[src/rtl/sem_bank.sv]
module sem_bank #(
  parameter int DATA_W = 16,
  parameter int N_SEM  = 8,
  parameter int ADDR_W = $clog2(N_SEM)
) (
  input  logic              clk,
  input  logic              rst_n,
  input  logic              l_sel_n,
  input  logic              l_mem_en_n,
  input  logic              l_wr_n,
  input  logic [ADDR_W-1:0] l_addr,
  input  logic [DATA_W-1:0] l_wdata,
  output logic [DATA_W-1:0] l_rdata,
  input  logic              r_sel_n,
  input  logic              r_mem_en_n,
  input  logic              r_wr_n,
  input  logic [ADDR_W-1:0] r_addr,
  input  logic [DATA_W-1:0] r_wdata,
  output logic [DATA_W-1:0] r_rdata
);

  logic l_acc, r_acc, l_wr, r_wr, l_rd, r_rd;
  logic [N_SEM-1:0] own_l, own_r, req_l, req_r;

  assign l_acc = !l_sel_n && l_mem_en_n;
  assign r_acc = !r_sel_n && r_mem_en_n;
  assign l_wr  = l_acc && !l_wr_n;
  assign r_wr  = r_acc && !r_wr_n;
  assign l_rd  = l_acc && l_wr_n;
  assign r_rd  = r_acc && r_wr_n;

  wire unused_upper = &{1'b0, l_wdata[DATA_W-1:1], r_wdata[DATA_W-1:1]};

  for (genvar i = 0; i < N_SEM; i++) begin : g_sem
    logic l_hit, r_hit, l_claim, r_claim, l_rel, r_rel;
    logic nql, nqr, nol, nor_;

    assign l_hit   = l_wr && (l_addr == ADDR_W'(i));
    assign r_hit   = r_wr && (r_addr == ADDR_W'(i));
    assign l_claim = l_hit && !l_wdata[0];
    assign r_claim = r_hit && !r_wdata[0];
    assign l_rel   = l_hit && l_wdata[0];
    assign r_rel   = r_hit && r_wdata[0];
    assign nql     = l_hit ? !l_wdata[0] : req_l[i];
    assign nqr     = r_hit ? !r_wdata[0] : req_r[i];

    always_comb begin
      nol  = 1'b0;
      nor_ = 1'b0;
      if (own_l[i] && nql)      nol  = 1'b1;
      else if (own_r[i] && nqr) nor_ = 1'b1;
      else if (nql)             nol  = 1'b1;
      else if (nqr)             nor_ = 1'b1;
    end

    always_ff @(posedge clk) begin
      if (!rst_n) begin
        req_l[i] <= 1'b0;
        req_r[i] <= 1'b0;
        own_l[i] <= 1'b0;
        own_r[i] <= 1'b0;
      end else begin
        req_l[i] <= nql;
        req_r[i] <= nqr;
        own_l[i] <= nol;
        own_r[i] <= nor_;
      end
    end

    assert_grant_left_R4: assert property (@(posedge clk) disable iff (!rst_n)
      (l_claim && !own_r[i]) |=> own_l[i]);
    assert_grant_right_R4: assert property (@(posedge clk) disable iff (!rst_n)
      (r_claim && !own_l[i] && !l_claim) |=> own_r[i]);
    assert_hold_left_R5: assert property (@(posedge clk) disable iff (!rst_n)
      (own_l[i] && !l_rel) |=> own_l[i]);
    assert_hold_right_R5: assert property (@(posedge clk) disable iff (!rst_n)
      (own_r[i] && !r_rel) |=> own_r[i]);
    assert_handoff_to_right_R6: assert property (@(posedge clk) disable iff (!rst_n)
      (own_l[i] && l_rel && (req_r[i] || r_claim) && !r_rel) |=> own_r[i]);
    assert_handoff_to_left_R6: assert property (@(posedge clk) disable iff (!rst_n)
      (own_r[i] && r_rel && (req_l[i] || l_claim) && !l_rel) |=> own_l[i]);
    assert_free_on_release_R6: assert property (@(posedge clk) disable iff (!rst_n)
      (own_l[i] && l_rel && !req_r[i] && !r_hit) |=> (!own_l[i] && !own_r[i]));
    assert_tie_left_wins_R8: assert property (@(posedge clk) disable iff (!rst_n)
      (!own_l[i] && !own_r[i] && l_claim && r_claim) |=> (own_l[i] && req_r[i]));
    assert_single_owner_R4: assert property (@(posedge clk) disable iff (!rst_n)
      !(own_l[i] && own_r[i]));
  end

  always_ff @(posedge clk) begin
    if (!rst_n) begin
      l_rdata <= '1;
      r_rdata <= '1;
    end else begin
      if (l_rd) l_rdata <= {DATA_W{!own_l[l_addr]}};
      if (r_rd) r_rdata <= {DATA_W{!own_r[r_addr]}};
    end
  end

  assert_left_read_hold_R7: assert property (@(posedge clk) disable iff (!rst_n)
    !l_rd |=> $stable(l_rdata));
  assert_right_read_hold_R7: assert property (@(posedge clk) disable iff (!rst_n)
    !r_rd |=> $stable(r_rdata));
  assert_left_read_word_R7: assert property (@(posedge clk) disable iff (!rst_n)
    (l_rdata == '0) || (l_rdata == '1));
  assert_idle_no_change_R2: assert property (@(posedge clk) disable iff (!rst_n)
    (!l_wr && !r_wr) |=> ($stable(own_l) && $stable(own_r) && $stable(req_l) && $stable(req_r)));

endmodule

[config.mk]
export PLATFORM = sky130hd
export DESIGN_NAME = sem_bank
export DESIGN_NICKNAME = d
export VERILOG_FILES = /design/src/rtl/sem_bank.sv
export SDC_FILE = /design/constraint.sdc
export NUM_CORES = 1
export LEC_CHECK = 0
export BUFFER_PORTS_ARGS = -buffer_cell sky130_fd_sc_hd__buf_2
export CORE_MARGIN = 3
export CORE_UTILIZATION = 51
export DETAILED_ROUTE_END_ITERATION = 16
export PLACE_DENSITY = 0.84
export SYNTH_ARGS = -nofsm -noshare
export SYNTH_HDL_FRONTEND = slang
export SYNTH_SLANG_ARGS = --single-unit
[constraint.sdc]
create_clock -name clk -period 2.03 [get_ports clk]
set_input_delay 0.406 -clock clk [delete_from_list [all_inputs] [get_ports clk]]
set_output_delay 0.406 -clock clk [all_outputs]
set_load 0.02 [all_outputs]
==> impl_metrics.json <==
{
  "outcome": "finished, final reports clean",
  "timing.setup.tns_ns": 0,
  "synth_seq_cells": 34,
  "synth_largest_type_area_fraction_pct": 36.0,
  "yosys-top-cells-area": "sky130_fd_sc_hd__dfxtp_1, sky130_fd_sc_hd__mux2i_1, sky130_fd_sc_hd__buf_4",
  "worst_clock_skew_ns": 0.00569,
  "placed_cells_incl_taps": 268,
  "type_of_the_worst_setup_path": "flip-flop to primary output",
  "setup_repair_after_global_routing_missed_its_margin": "no",
  "min_period_ns": 1.49,
  "slew-limit-headroom_pct": 64.7,
  "critPathTopFamily": "flip-flops",
  "max_freq_ghz": 0.673,
  "cts-root-to-sink-buffers": 2,
  "cts_hold_buffers": 0,
  "worstSetupPathDepth": 1,
  "floorplan.initialDensity_pct": 54.9,
  "cts_max_level": 2,
  "critical_path.max_stage_delay_ns": 0.55,
  "power.density_mw_per_mm2": 754,
  "yosysUniqueCellTypes": 34,
  "max-vdd-ir-drop_mv": 0.483,
  "postSynthCellCount": 212,
  "insertion_delay_to_the_later_sink_of_the_worst_skew_pair_ns": 0.29,
  "share_of_async_settable_or_async_resettable_flops_after_synthesis_pct": 0,
  "coreArea_mm2": 0.00344,
  "synth.largest_area_cell": "sky130_fd_sc_hd__dfxtp_1",
  "core.rowCount": 21,
  "critical_path.max_fanout": 17,
  "critical_path.reg2reg.startpoint": "own_l[2]$_SDFF_PN0_",
  "dr.pass1.iters": 4,
  "hold_path.class": "input port to flip-flop",
  "ff2ff_setup_slack_ns": 0.82,
  "synth_nets": 258,
  "route.detailed.drc": 0,
  "nNetsFinal": 275,
  "critPathCapture": "l_rdata[7]",
  "standby_leakage_power_nw": 0.949,
  "diodes_inserted": 0,
  "yosysWarnings": 0,
  "maximum_number_of_pins_on_one_net_before_global_route_repair": 19,
  "global_routing_usage_summed_across_all_routing_layers_pct": 17.7,
  "timing.critical_path.cells": "buf_2",
  "postRouteAntennaNets": 0,
  "die_h_um": 66.9,
  "port_buffers": 47,
  "clock_transition_at_the_register_clock_pins_on_the_worst_setup_and_hold_paths_after_cts_ns": 0.07,
  "timing.critical_path.to_type": "primary output",
  "numCtsBuffers": 5,
  "synth_top_flop_cell": "sky130_fd_sc_hd__dfxtp_1",
  "dieWidth_um": 66.9,
  "cts_resized": 0,
  "drive_gt1_share_pct": 26.5,
  "share_of_the_yosys_chip_area_belonging_to_registers_pct": 36.0,
  "critical_path.startpoint_type": "flip-flop",
  "grt_remaining_overflow": 0,
  "maxCapViolCount": 0,
  "area.growth.synth_to_final_pct": 9.46,
  "final_period_util_pct": 73.2,
  "cts_tree": "yes",
  "synthesis.area_mm2": 0.00189,
  "dr.first_iter.drc_count": 79,
  "finalSetupViolCount": 0,
  "clock-sinks": 34,
  "syn_avg_cell_area_um2": 8.92,
  "worstPathRequired_ns": 1.62,
  "ctsRootBufferMaster": "sky130_fd_sc_hd__clkbuf_8",
  "worstPathBufferInverterCount": 1,
  "timing.final.max_slew_violations": 0,
  "die_area_mm2": 0.00447,
  "number_of_global_route_vias_before_repair": 1277,
  "post_cts_buffers": 0,
  "ios": 78,
  "critPathArrivalTime_ns": 1.08,
  "grt_first_pass_wirelength_mm": 5.93,
  "antenna_violations_before_repair": 0,
  "timing.reg2reg.worst_path_depth": 4,
  "timing.final.hold_violations": 0,
  "crit_path_start": "l_rdata[0]$_SDFFE_PN1P_",
  "fin_cells": 276,
  "number_of_flops_mapped_to_enable_cells_by_yosys": 0,
  "wire_per_inst_um": 12.9,
  "via_count": 1420,
  "filler_cell_count": 308,
  "detailed_placement_hpwl_mm": 2.73,
  "route.detailed.vias_per_inst": 5.14,
  "routabilityCongestion": 0.816,
  "postRouteWirelength_mm": 3.55,
  "slowest_stage": "sky130_fd_sc_hd__dfxtp_1",
  "worst-slew-pin-transition_ns": 0.529,
  "r2r_end": "l_rdata[0]$_SDFFE_PN1P_"
}
## state kept, by name, summed over array words and instances (netlist names)
signal   flops
own_l        8
own_r        8
req_l        8
req_r        8
l_rdata      1
r_rdata      1
## kinds of logic after synthesis
logic type	synth area share (%)
AOI/OAI and AO/OA	7.88
buffers and inverters	15.7
DFF	36.0
muxes	13.2
and+or+nand+nor	27.2
## per-layer routing
metal,routed length [um],part of all wire [%],global-route usage [%],vias up
met5,0,0,0,-
met4,52,1.5,6.08,0
met3,225,6.3,4.55,7
met2,1810,51,31.3,38
met1,1470,41,20.5,658
li1,-,-,-,717
## stage by stage
step | util [%] | hold slack (ns) | setup WS, ns | total power, mW | cell area (um^2)
finish | 60.1 | 0.448 | 0.544 | 1.56 | 2070
global route | 60.1 | 0.449 | 0.437 | 1.61 | 2070
CTS | 60.1 | 0.439 | 0.530 | 1.57 | 2070
detailed placement | 56.1 | 0.471 | 0.307 | 0.827 | 1930
global placement | 56.1 | 0.463 | 0.340 | 0.824 | 1930
floorplan | - | 0.449 | 0.575 | 0.799 | 1890
## synthesized netlist by cell type (2+ instances only)
cell type                    n
sky130_fd_sc_hd__nor3b_1     2
sky130_fd_sc_hd__buf_4      30
sky130_fd_sc_hd__nor2b_1    20
sky130_fd_sc_hd__clkbuf_1    5
sky130_fd_sc_hd__nand3b_1    3
sky130_fd_sc_hd__and3_1      5
sky130_fd_sc_hd__inv_1      10
sky130_fd_sc_hd__and3b_1     2
sky130_fd_sc_hd__a2111oi_0   4
sky130_fd_sc_hd__nand2_1    17
sky130_fd_sc_hd__dfxtp_1    34
sky130_fd_sc_hd__and4_1      2
sky130_fd_sc_hd__a21boi_0    7
sky130_fd_sc_hd__and2_1      8
sky130_fd_sc_hd__nor2_1      9
sky130_fd_sc_hd__buf_2       3
sky130_fd_sc_hd__a21oi_1     2
sky130_fd_sc_hd__mux2i_1    25
sky130_fd_sc_hd__nand3_1     6
sky130_fd_sc_hd__nand2b_1    3
sky130_fd_sc_hd__a311oi_1    2
## how the worst min path moves through the flow
stage / from / end / cells after the start
after global routing: r_wr_n / r_rdata[0]$_SDFFE_PN1P_ / 3
after detailed placement: req_l[1]$_SDFF_PN0_ / req_l[1]$_SDFF_PN0_ / 2
after floorplan: req_l[1]$_SDFF_PN0_ / req_l[1]$_SDFF_PN0_ / 2
after global placement: req_l[4]$_SDFF_PN0_ / req_l[4]$_SDFF_PN0_ / 2
after CTS: r_wr_n / r_rdata[0]$_SDFFE_PN1P_ / 3
final: r_wr_n / r_rdata[0]$_SDFFE_PN1P_ / 3
## power by group
group / total (mW) / switching, mW / internal (mW)
logic: 0.134 / 0.0851 / 0.0488
registers: 0.678 / 0.00547 / 0.672
clock network: 0.748 / 0.256 / 0.492
## worst min-delay path: stages
cell	delay, ns
sky130_fd_sc_hd__buf_2	0.12
sky130_fd_sc_hd__a21oi_1	0.07
sky130_fd_sc_hd__a21oi_1	0.10
## layout by cell type (no fill, tap or decap), drive strengths merged, types with 6 or more instances in the layout
| cell type | count |
|---|---|
| and3 | 7 |
| and2 | 8 |
| nand3 | 6 |
| nor2 | 9 |
| dfxtp | 34 |
| a21boi | 8 |
| mux2i | 25 |
| inv | 10 |
| nand2 | 18 |
| buf | 48 |
| nor2b | 20 |
## area by class of cell
cell class | instances | area (um^2) | share of cell area (%)
Tap cell | 46 | 57.6 | 2.78
Clock buffer | 5 | 68.8 | 3.33
Multi-Input combinational cell | 130 | 913 | 44.1
Timing Repair Buffer | 48 | 243 | 11.7
Inverter | 10 | 37.5 | 1.81
Sequential cell | 34 | 681 | 32.9
Clock inverter | 3 | 68.8 | 3.33
Power figures use the tool's default switching activity.
